[src/rtl/rfc_pkg.sv]
package rfc_pkg;

    typedef enum logic [1:0] {
        THR_ONE       = 2'b00,
        THR_QUARTER   = 2'b01,
        THR_HALF      = 2'b10,
        THR_NEAR_FULL = 2'b11
    } thr_sel_e;

    typedef struct packed {
        logic     fifo_en;
        logic     rts_manual;
        logic     afc_en;
        thr_sel_e sel;
    } flow_cfg_t;

    // Occupancy at which the far end is asked to pause.
    function automatic int unsigned pause_level(logic [1:0] sel, int unsigned depth);
        case (sel)
            2'b00:   return 1;
            2'b01:   return depth / 4;
            2'b10:   return depth / 2;
            default: return depth - 2;
        endcase
    endfunction

endpackage

[src/rtl/rfc_fifo.sv]
module rfc_fifo #(
    parameter int DW    = 8,
    parameter int DEPTH = 16
) (
    input  logic                         clk,
    input  logic                         rst,
    input  logic                         push,
    input  logic [DW-1:0]                push_data,
    input  logic                         pop,
    input  logic                         ovr_clr,
    output logic [DW-1:0]                pop_data,
    output logic [$clog2(DEPTH+1)-1:0]   level,
    output logic                         full,
    output logic                         empty,
    output logic                         overrun
);
    localparam int AW = $clog2(DEPTH);
    localparam int CW = $clog2(DEPTH+1);
    localparam logic [CW-1:0] CNT_MAX = CW'(DEPTH);

    logic [DW-1:0] mem [DEPTH];
    logic [AW-1:0] wr_ptr, rd_ptr;
    logic [CW-1:0] cnt;
    logic          rd_ok, wr_ok, drop;

    assign full  = (cnt == CNT_MAX);
    assign empty = (cnt == '0);
    assign rd_ok = pop && !empty;
    assign wr_ok = push && (!full || rd_ok);
    assign drop  = push && !wr_ok;

    always_ff @(posedge clk) begin
        if (wr_ok) mem[wr_ptr] <= push_data;
    end

    always_ff @(posedge clk) begin
        if (rst) begin
            wr_ptr  <= '0;
            rd_ptr  <= '0;
            cnt     <= '0;
            overrun <= 1'b0;
        end else begin
            if (wr_ok) wr_ptr <= wr_ptr + AW'(1);
            if (rd_ok) rd_ptr <= rd_ptr + AW'(1);
            case ({wr_ok, rd_ok})
                2'b10:   cnt <= cnt + CW'(1);
                2'b01:   cnt <= cnt - CW'(1);
                default: cnt <= cnt;
            endcase
            if (drop)         overrun <= 1'b1;
            else if (ovr_clr) overrun <= 1'b0;
        end
    end

    assign pop_data = mem[rd_ptr];
    assign level    = cnt;

endmodule

[src/rtl/rfc_thresh.sv]
module rfc_thresh #(
    parameter int DEPTH = 16
) (
    input  rfc_pkg::thr_sel_e            sel,
    input  logic [$clog2(DEPTH+1)-1:0]   level,
    output logic                         reach
);
    localparam int CW = $clog2(DEPTH+1);
    localparam logic [CW-1:0] LVL_ONE  = CW'(rfc_pkg::pause_level(2'b00, DEPTH));
    localparam logic [CW-1:0] LVL_QTR  = CW'(rfc_pkg::pause_level(2'b01, DEPTH));
    localparam logic [CW-1:0] LVL_HALF = CW'(rfc_pkg::pause_level(2'b10, DEPTH));
    localparam logic [CW-1:0] LVL_NF   = CW'(rfc_pkg::pause_level(2'b11, DEPTH));

    logic [CW-1:0] limit;

    always_comb begin
        case (sel)
            rfc_pkg::THR_ONE:     limit = LVL_ONE;
            rfc_pkg::THR_QUARTER: limit = LVL_QTR;
            rfc_pkg::THR_HALF:    limit = LVL_HALF;
            default:              limit = LVL_NF;
        endcase
    end

    assign reach = (level >= limit);

endmodule

[src/rtl/rfc_rts_ctrl.sv]
module rfc_rts_ctrl (
    input  logic clk,
    input  logic rst,
    input  logic auto_on,
    input  logic rts_manual,
    input  logic reach,
    input  logic empty,
    output logic rts_n
);
    logic held, held_next, rts_n_next;

    // Hysteresis: pause at threshold, release only on empty.
    always_comb begin
        held_next  = held ? !empty : reach;
        rts_n_next = auto_on ? held_next : !rts_manual;
    end

    always_ff @(posedge clk) begin
        if (rst) begin
            held  <= 1'b0;
            rts_n <= 1'b1;
        end else begin
            held  <= auto_on ? held_next : 1'b0;
            rts_n <= rts_n_next;
        end
    end

endmodule

[src/rtl/uart_rx_flow_ctrl.sv]
module uart_rx_flow_ctrl #(
    parameter int DW    = 8,
    parameter int DEPTH = 16
) (
    input  logic                        clk,
    input  logic                        rst,
    input  logic                        push,
    input  logic [DW-1:0]               push_data,
    input  logic                        pop,
    output logic [DW-1:0]               pop_data,
    input  logic                        fifo_en,
    input  logic                        rts_manual,
    input  logic                        afc_en,
    input  logic [1:0]                  thr_sel,
    input  logic                        ovr_clr,
    output logic [$clog2(DEPTH+1)-1:0]  level,
    output logic                        full,
    output logic                        empty,
    output logic                        overrun,
    output logic                        rts_n,
    output logic                        auto_active
);
    rfc_pkg::flow_cfg_t cfg;
    logic reach;

    assign cfg = '{fifo_en:    fifo_en,
                   rts_manual: rts_manual,
                   afc_en:     afc_en,
                   sel:        rfc_pkg::thr_sel_e'(thr_sel)};

    assign auto_active = cfg.fifo_en && cfg.rts_manual && cfg.afc_en;

    rfc_fifo #(.DW(DW), .DEPTH(DEPTH)) u_fifo (
        .clk       (clk),
        .rst       (rst),
        .push      (push),
        .push_data (push_data),
        .pop       (pop),
        .ovr_clr   (ovr_clr),
        .pop_data  (pop_data),
        .level     (level),
        .full      (full),
        .empty     (empty),
        .overrun   (overrun)
    );

    rfc_thresh #(.DEPTH(DEPTH)) u_thresh (
        .sel   (cfg.sel),
        .level (level),
        .reach (reach)
    );

    rfc_rts_ctrl u_rts (
        .clk        (clk),
        .rst        (rst),
        .auto_on    (auto_active),
        .rts_manual (cfg.rts_manual),
        .reach      (reach),
        .empty      (empty),
        .rts_n      (rts_n)
    );

endmodule

[config.mk]
export PLATFORM = sky130hd
export DESIGN_NAME = uart_rx_flow_ctrl
export DESIGN_NICKNAME = d
export VERILOG_FILES = /design/src/rtl/rfc_pkg.sv /design/src/rtl/rfc_fifo.sv /design/src/rtl/rfc_thresh.sv /design/src/rtl/rfc_rts_ctrl.sv /design/src/rtl/uart_rx_flow_ctrl.sv
export SDC_FILE = /design/constraint.sdc
export NUM_CORES = 1
export LEC_CHECK = 0
export ABC_AREA = 1
export BUFFER_PORTS_ARGS = -buffer_cell sky130_fd_sc_hd__clkbuf_2
export CORE_AREA = 2 2 103 105
export DETAILED_ROUTE_END_ITERATION = 10
export DIE_AREA = 0 0 105 107
export GPL_TIMING_DRIVEN = 0
export PLACE_DENSITY = 0.88
export SLEW_MARGIN = 0
export SYNTH_ARGS = -nofsm -noshare
export SYNTH_HDL_FRONTEND = slang
export SYNTH_SLANG_ARGS = --single-unit
[constraint.sdc]
create_clock -name clk -period 2.9 [get_ports clk]
set_input_delay 0.29 -clock clk [delete_from_list [all_inputs] [get_ports clk]]
set_output_delay 0.29 -clock clk [all_outputs]
set_load 0.01 [all_outputs]
==> metrics.yaml, run 1 <==
worst-slew-pin-transition_ps: 901
clkPwrFrac_pct: 33.6
fmax_mhz: 422
synth_edf_count: 128
rsz0062_at_grt: "no"
switchingPower_mw: 1.89
place_congestion: 1.01
cap_violations: 0
die_w_um: 105
fin_total_pwr_mw: 6.02
seq_area_frac_synth_pct: 65.5
p_int_mw: 4.13
mostFrequentLayoutCell: "edfxtp_1"
cts_setup_buffers: 0
fp-row-count: 37
swShare_pct: 31.5
min_period_over_period_pct: 81.7
layout.nets: 669
overflow: 0
seqPwrFrac_pct: 41.2
worstSkewPairLatency_ps: 530
path_clk_slew_ps: 60
die-area_sq_mm: 0.0112
combPwrFrac_pct: 25.3
h-tree-depth: 4
yosys-top-cells-area: "edfxtp_1 (59%), dfxtp_1 (6.2%), inv_1 (5.3%)"
cts_buffer_depth: 2
syn_area_sq_mm: 0.00648
power_density_mw_per_mm2: 815
critPathKind: "register to output port"
cts_tree: "yes"
dpl.hpwl_um: 10700
numCtsBuffers: 17
globalRouteTotalUtil_pct: 30.1
io_pins: 36
synth_top_area_share_pct: 59.3
initial_core_util_pct: 64.2
p_leak_nw: 2.91
num_antenna_cells: 0
crit_fanout: 10
core_area_sq_mm: 0.0101
hp-class: "primary input to register"
grt_pass1_wl_um: 24900
grt_max_degree: 17
final_cell_mix: "edfxtp_1 (128), inv_1 (91), nand2_1 (68), nand3_1 (58), a21oi_1 (46)"
cts-root-buf: "clkbuf_8"
vias: 4751
fin_tns_setup_ps: 0
ant_nets: 0
yosysUniqueCellTypes: 31
wl_per_cell_um: 20.2
period_minus_slack_ps: 2370
slew_violations: 0
hold_ws_ps: 22.4
avgSynthCellArea_sq_um: 11.1
synth-seq-cells: 148
cp.arrival_ps: 2080
routed_wl_um: 15900
die_h_um: 107
final_cells: 787
end_kind: "output port"
status: "finished clean"
antenna_found_initial: 0
port_buffers: 35
grt_pass1_vias: 4621
skew_ps: 6.74
layout-drive-gt1-share_pct: 15.1
hold_viol_final: 0
route.detailed.drc: 0
worstPathRequired_ps: 2610
irDropWorstVdd_v: 0.000579
synth_flop_cell: "edfxtp_1"
synthCells: 582
ys_warn_count: 0
startpoint_type: "register"
synth_fp_nets: 613
drt_pass1_iterations: 5
drt_iter0_drc: 589
synth.largest_area_cell: "edfxtp_1"
area_delta_synth_final_pct: 14.0
dp.cells: 753
max-slew-margin-rel_pct: 39.7
setup_violations: 0
viasPerCell: 6.04
clock_sinks: 148
synthArstFlopShare_pct: 0
timing repair:
action,4_1_cts,5_1_grt
hold buffers,2,0
resized for setup,0,0
endpoints found under the hold margin,3,0
cell usage after synthesis, types with 2 or more instances:
cell type,count
o211ai_1,32
nand2_4,4
buf_6,4
xor2_1,2
ha_1,12
edfxtp_1,128
o21ai_0,41
nand4_1,2
a21oi_1,46
nor2_1,33
nor2_4,3
o21ai_1,2
inv_1,91
inv_2,2
nand3_1,58
clkbuf_1,5
nand2_1,68
buf_2,17
dfxtp_1,20
sequential cells by signal, indices dropped and copies added (netlist names), named ones only:
signal,cells
u_fifo.mem,128
u_fifo.level,5
u_fifo.rd_ptr,4
u_fifo.wr_ptr,4
u_fifo.overrun,1
u_rts.held,1
u_rts.rts_n,1
cell type report:
cell class,count,area (sq um)
Buffer,26,149
Clock buffer,20,425
Clock inverter,12,114
Fill cell,678,2710
Inverter,94,358
Multi-Input combinational cell,314,1730
Sequential cell,148,4240
Tap cell,136,170
Timing Repair Buffer,37,195
kinds of logic (layout without fill, tap and decap cells):
logic type               Yosys count  in the layout  synth area share, %
buffers and inverters            120            189                 7.82
adder cells (fa/ha/maj)           13             13                 2.63
AO/OA/AOI/OAI                    124            124                 11.1
flip-flops                       148            148                 65.5
AND/OR/NAND/NOR                  174            174                 12.6
XOR/XNOR                           3              3                0.406
power groups by stage:
| stage | logic (mW) | registers, mW | clock network, mW |
|---|---|---|---|
| global placement | 1.43 | 2.51 | 0 |
| finish | 1.52 | 2.48 | 2.02 |
| CTS | 1.51 | 2.48 | 2.02 |
| floorplan | 1.00 | 2.51 | 0 |
| detailed placement | 1.49 | 2.52 | 0 |
| global route | 1.66 | 2.49 | 2.09 |
worst paths after layout:
path | from | to | slack (ps) | cells after the start
hold / removal | ovr_clr | u_fifo.overrun$_SDFFE_PP0P_ | 20 | 4
hold reg to reg | u_fifo.overrun$_SDFFE_PP0P_ | u_fifo.overrun$_SDFFE_PP0P_ | 480 | 2
setup reg to reg | u_fifo.level[1]$_SDFFE_PP0P_ | u_fifo.mem[1][0]$_DFFE_PP_ | 630 | 6
setup / recovery | register | pop_data[0] | 530 | 7
per-layer routing:
metal / part of all wire [%] / vias up / track usage, %
met1: 38 / 2250 / 38.9
met2: 49 / 330 / 49.8
met5: 0 / - / 0
met4: 3.2 / 0 / 12.9
li1: - / 2122 / -
met3: 11 / 49 / 6.20
metrics by stage:
stage | setup slack (ps) | util (%) | area, sq um
floorplan | 1050 | - | 6480
detailed placement | 656 | 67.6 | 6820
global placement | 770 | 67.6 | 6820
global route | 429 | 73.2 | 7380
finish | 530 | 73.2 | 7380
CTS | 546 | 73.2 | 7380
critical path: stages (launching register included):
cell      delay (ps)
dfxtp_1          350
buf_6            160
clkbuf_1         360
o21ai_0          270
nand3_1          120
nand3_1           70
nand2_1           90
clkbuf_2         140
No activity file was read; power rests on OpenSTA's default activity.
==> run 2, diff against run 1 <==
Settings changed: ABC_AREA 1 to 0, CORE_AREA 2 2 103 105 to 2 2 104 106, DIE_AREA 0 0 105 107 to 0 0 106 108, PLACE_DENSITY 0.88 to 0.83.
Clock period 2.9 ns to 2.2 ns, I/O delays scaled along.
==> run 2 against run 1 <==
The run now ends with negative setup slack left. Register-to-register slack got worse by 660 ps. First-iteration DRC count decreased by 36%. Clock-buffer cell count shrank 2. Global-route usage fell by 4.7 points. Critical path type unchanged. Largest cell class unchanged. Highest routed layer unchanged.
==> metrics.yaml, run 2 <==
status: "finished, violations left"
failed_checks: "negative setup slack"
seq_area_frac_synth_pct: 69.7  # +4.2 points
routed_wl_um: 13700  # -14%
numCtsBuffers: 17  # unchanged
final_cell_mix: "edfxtp_1 (128), clkbuf_2 (34), mux4_2 (32), buf_4 (24)"
hp-class: "primary input to register"
final_cell_area_sq_mm: 0.00742  # +0.54%
min_period_over_period_pct: 106
startpoint_type: "register"
cts_buffer_depth: 2  # unchanged
place_congestion: 0.846  # -16%
initial_core_util_pct: 59.5  # -4.7 points
power_density_mw_per_mm2: 1100  # +35%
dpl.hpwl_um: 8360  # -22%
drt_pass1_iterations: 5  # unchanged
finalWorstSetupSlack_ps: -127  # -657 ps
cp.arrival_ps: 2110  # +30 ps
num-fill-cells: 597  # -12%
clock_sinks: 148  # unchanged
layout-drive-gt1-share_pct: 38.7  # +24 points
synth_edf_count: 128  # unchanged
synth_flop_cell: "edfxtp_1"
synth_top_area_share_pct: 63.1  # +3.8 points
skew_ps: 11.2  # +4.44 ps
path_clk_slew_ps: 60  # about the same
max-slew-margin-rel_pct: 40.6  # +0.87 points
syn_area_sq_mm: 0.00609  # -6.0%
avgSynthCellArea_sq_um: 17.2  # +54%
cts-root-buf: "clkbuf_8"
ant_nets: 0  # unchanged
synth.largest_area_cell: "edfxtp_1"
num_antenna_cells: 0  # unchanged
period_minus_slack_ps: 2330
cap_violations: 0  # unchanged
worstPathRequired_ps: 1980  # -630 ps
met1_length_um: 5100  # -15%
die_w_um: 106  # +0.95%
core_area_sq_mm: 0.0102  # +1.4%
synthCells: 354  # -39%
critPathKind: "register to output port"
h-tree-depth: 4  # unchanged
fp-row-count: 37  # unchanged
dp.cells: 528  # -30%
antenna_found_initial: 0  # unchanged
viasPerCell: 6.18  # +2.4%
worstSkewPairLatency_ps: 510  # -20 ps
setup_violations: 10  # +10
io_pins: 36  # unchanged
cts_tree: "yes"
rsz0062_at_grt: "yes"
worst-slew-pin-transition_ps: 888  # -12.9 ps
end_kind: "output port"
die_h_um: 108  # +0.93%
globalRouteTotalUtil_pct: 25.3  # -4.7 points
yosys-top-cells-area: "edfxtp_1 (63%), mux4_2 (12%), dfxtp_1 (6.6%)"
wl_met2_um: 7360  # -4.9%
wl_per_cell_um: 23.7  # +17%
hold_viol_final: 0  # unchanged
largest-register: "u_fifo.mem"
final_cells: 578  # -27%
ys_warn_count: 0  # unchanged
vias: 3572  # -25%
synth_common_cells: "edfxtp_1 (128), mux4_2 (32), nor2_1 (21), dfxtp_1 (20), a22oi_1 (16)"
synth_fp_nets: 385  # -37%
route.detailed.drc: 0  # unchanged
route.met3.wl_um: 936  # -44%
final_util_pct: 72.6  # -0.60 points
irDropWorstVdd_v: 0.000775  # +34%
synth-seq-cells: 148  # unchanged
highest_layer: "met4"
port_buffers: 34  # -2.9%
yosysUniqueCellTypes: 42  # +35%
grt_pass1_vias: 3689  # -20%
die-area_sq_mm: 0.0114  # +1.9%
slew_violations: 0  # unchanged
fin_total_pwr_mw: 8.18  # +36%
largest_register_ffs: 128  # unchanged
placed_area_sq_mm: 0.00652  # -4.4%
drt_iter0_drc: 379  # -36%
p_leak_nw: 2.54  # -13%
grt_pass1_wl_um: 20600  # -17%
crit_fanout: 10  # unchanged
fmax_mhz: 430
overflow: 0  # unchanged
area_delta_synth_final_pct: 22.0
grt_max_degree: 17  # unchanged
synthArstFlopShare_pct: 0  # unchanged
fin_tns_setup_ps: -743  # -743 ps
synth_most_common_cell: "edfxtp_1"
mostFrequentLayoutCell: "edfxtp_1"
layout.nets: 460  # -31%
run 2: cell count changes in the layout (fill, tap and decap cells not counted), sizes merged, moves of 7 or more:
cell and delta:
a22oi +16, buf +11, o21a +7, a21oi -43
nand3 -55, o211ai -29, mux4 +32, nand2 -61
nor2 -16, inv -74, o21ai -36, clkinv -10
run 2: final timing paths:
check / start / end / slack [ps] / cells after the start
worst max-delay path: register / pop_data[4] / -130 / 5
worst max register to register: u_fifo.level[2]$_SDFFE_PP0P_ / u_fifo.level[3]$_SDFFE_PP0P_ / -30 / 8
worst min register to register: u_fifo.rd_ptr[1]$_SDFFE_PP0N_ / u_fifo.rd_ptr[1]$_SDFFE_PP0N_ / 560 / 2
worst min-delay path: fifo_en / u_rts.held$_SDFF_PP0_ / 110 / 4
run 2: logic make-up after synthesis:
group,count (synthesis),share of synthesized area [%]
muxes,37,12.7
DFF,148,69.7
AOI/OAI and AO/OA,43,5.28
and+or+nand+nor,78,6.74
adders and majority gates,13,2.80
buffers and inverters,30,2.06
xor gates and xnor gates,5,0.720
run 2: metrics by stage:
stage	hold slack (ps)	setup slack, ps
2_1_floorplan	319	-12.8
3_3_place_gp	424	-442
3_5_place_dp	434	-220
4_1_cts	95.8	-148
5_1_grt	143	-201
6_report	112	-127
run 2: critical path: stages (launching register included):
cell and delay (ps):
dfxtp_4 420, buf_12 170, mux4_2 560, a22oi_2 200
nand2_1 100, clkbuf_2 140
run 2: area by class of cell:
type / count / area, sq um / area share [%]
sequential: 148 / 4260 / 57.4
multi-input combinational: 176 / 1910 / 25.7
clock buffer: 18 / 418 / 5.63
timing repair buffer: 58 / 359 / 4.84
tap: 136 / 170 / 2.29
clock inverter: 14 / 141 / 1.90
buffer: 15 / 118 / 1.58
inverter: 13 / 51.3 / 0.691
run 2: routing by layer:
| layer | vias up | global-route usage, % |
|---|---|---|
| met5 | - | 0 |
| met1 | 1808 | 30.7 |
| met3 | 25 | 5.79 |
| met4 | 0 | 9.87 |
| li1 | 1555 | - |
| met2 | 184 | 44.7 |
run 2: timing repair:
| item | CTS | global route |
|---|---|---|
| pin swaps | 12 | 8 |
| hold buffers | 2 | 0 |
| gates resized for setup | 42 | 14 |
| endpoints found under the hold margin | 2 | 0 |
| endpoints found under the setup margin | 106 | 91 |
| setup buffers | 8 | 10 |
run 2: where the power goes:
| part | total, mW | internal (mW) | leakage [nW] | switching (mW) |
|---|---|---|---|---|
| combinational | 2.19 | 1.06 | 0.964 | 1.14 |
| clock | 2.71 | 1.53 | 0.255 | 1.18 |
| sequential | 3.28 | 3.18 | 1.32 | 0.0993 |
==> run 3, diff against run 2 <==
==> constraint.sdc (replaced) <==
create_clock -name clk -period 2.2 [get_ports clk]
set_input_delay 0.44 -clock clk [delete_from_list [all_inputs] [get_ports clk]]
set_output_delay 0.44 -clock clk [all_outputs]
set_load 0.01 [all_outputs]
==> run 3 against run 2 <==
The flow still finishes with violations (negative setup slack). Non-clock buffer count fell by 2. Combinational power barely moved. Clock power barely moved. Maximum frequency fell by 10%. Sequential power barely moved. Via count rose by 2.0%. Setup slack got worse by 270 ps. Power rose by 0.13%. Routed wire length rose by 4.9%. Register-to-register slack got worse by 30 ps. Clock skew barely moved.
==> metrics.yaml, run 3 (synthesis gave the netlist of run 2 again) <==
status: "finished, violations left"
failed_checks: "negative setup slack"
initial_core_util_pct: 59.5  # unchanged
drt_iter0_drc: 439  # +16%
placed_area_sq_mm: 0.00652  # unchanged
largest_register_ffs: 128  # unchanged
fmax_mhz: 386  # -10%
route.detailed.drc: 0  # unchanged
cts-root-buf: "clkbuf_8"
fin_total_pwr_mw: 8.19  # +0.13%
overflow: 0  # unchanged
h-tree-depth: 4  # unchanged
slew_violations: 0  # unchanged
min_period_over_period_pct: 118  # +12 points
min_path_cells: 2  # -2
r2r_start: "u_fifo.level[1]$_SDFFE_PP0P_"
p_leak_nw: 2.54  # -0.24%
ant_nets: 0  # unchanged
layout.nets: 458  # -0.43%
critPathTopFamily: "multiplexers"
slowest_delay_ps: 550  # about the same
port_buffers: 34  # unchanged
fp-row-count: 37  # unchanged
min-delay-start: "rts_manual"
numCtsBuffers: 17  # unchanged
antenna_found_initial: 0  # unchanged
startpoint_type: "register"
r2r_end: "u_fifo.level[4]$_SDFFE_PP0P_"
setup_violations: 10  # unchanged
power_density_mw_per_mm2: 1100  # +0.17%
reg2reg_slack_ps: -60  # -30 ps
hold_ws_ps: 136  # +24.8 ps
die_w_um: 106  # unchanged
die-area_sq_mm: 0.0114  # unchanged
holdPathEnd: "u_rts.rts_n$_SDFF_PP1_"
hold_buffers: 0  # -2
dp.cells: 528  # unchanged
dpl.hpwl_um: 8360  # unchanged
final_cell_area_sq_mm: 0.00742  # about the same
cp.arrival_ps: 2150  # +40 ps
final_cell_mix: "edfxtp_1 (128), clkbuf_2 (34), mux4_2 (32), buf_4 (24)"
globalRouteTotalUtil_pct: 25.1  # -0.20 points
end_kind: "output port"
drt_pass1_iterations: 5  # unchanged
mostFrequentLayoutCell: "edfxtp_1"
num_antenna_cells: 0  # unchanged
area_delta_synth_final_pct: 21.9  # about the same
clock_sinks: 148  # unchanged
vias: 3642  # +2.0%
io_pins: 36  # unchanged
crit_fanout: 10  # unchanged
irDropWorstVdd_v: 0.000854  # +10%
die_h_um: 108  # unchanged
worstSkewPairLatency_ps: 510  # about the same
largest-register: "u_fifo.mem"
finalWorstSetupSlack_ps: -392  # -266 ps
hp-class: "primary input to register"
critPathBufInv: 2  # unchanged
period_minus_slack_ps: 2590  # +266 ps
place_congestion: 0.846  # unchanged
fin_tns_setup_ps: -2590  # -1850 ps
dp_slack_ps: -379  # -158 ps
wl_per_cell_um: 24.9  # +5.2%
crit_chain: "buf_12, mux4_2, a22oi_2, nand2_1, clkbuf_2"
worst-slew-pin-transition_ps: 928  # +40.0 ps
max-slew-margin-rel_pct: 37.9  # -2.7 points
path_clk_slew_ps: 60  # about the same
layout-drive-gt1-share_pct: 39.3  # +0.63 points
hold_viol_final: 0  # unchanged
worstPathRequired_ps: 1760  # -220 ps
core_area_sq_mm: 0.0102  # unchanged
routed_wl_um: 14300  # +4.9%
ff2ff_path_depth: 8  # unchanged
final_util_pct: 72.5  # about the same
cts_tree: "yes"
grt_pass1_vias: 3674  # -0.41%
critPathKind: "register to output port"
viasPerCell: 6.32  # +2.3%
skew_ps: 11.3  # +0.153 ps
grt_pass1_wl_um: 20500  # -0.54%
cp_slowest_cell: "mux4_2"
cap_violations: 0  # unchanged
grt_max_degree: 17  # unchanged
rsz0062_at_grt: "yes"
cts_buffer_depth: 2  # unchanged
final_cells: 576  # -0.35%
==> run 3: worst max-delay path by stage <==
stage,from,endpoint,slack [ps],cells after the start
floorplan,u_fifo.level[0]$_SDFFE_PP0P_,u_fifo.level[4]$_SDFFE_PP0P_,-10,9
global placement,push,u_fifo.mem[3][5]$_DFFE_PP_,-570,4
detailed placement,register,pop_data[7],-380,6
CTS,register,pop_data[7],-370,5
global route,register,pop_data[7],-440,5
finish,register,pop_data[7],-390,5
==> run 3: layout make-up <==
cell class | instances | area, sq um
Buffer | 15 | 118
Tap cell | 136 | 170
Clock inverter | 14 | 141
Sequential cell | 148 | 4260
Multi-Input combinational cell | 176 | 1920
Timing Repair Buffer | 56 | 339
Clock buffer | 18 | 418
Inverter | 13 | 51.3
Fill cell | 599 | 2810
==> run 3: timing repair <==
item,in CTS,in global routing
resized for setup,44,17
setup endpoints to repair,108,94
gates cloned,0,0
pin swaps,15,8
buffers inserted,8,10
endpoints found under the hold margin,0,0
==> run 3: power breakdown <==
part	leakage, nW	internal, mW	switching (mW)
clock	0.255	1.53	1.19
combinational	0.958	1.05	1.14
sequential	1.32	3.18	0.100
total	2.54	5.77	2.43
==> run 3: per-layer routing <==
layer | wire [um] | global-route usage [%] | up-vias
met5 | 0 | 0 | -
met3 | 1160 | 5.24 | 23
met1 | 5220 | 30.8 | 1836
met2 | 7680 | 44.3 | 226
li1 | - | - | 1557
met4 | 280 | 9.77 | 0
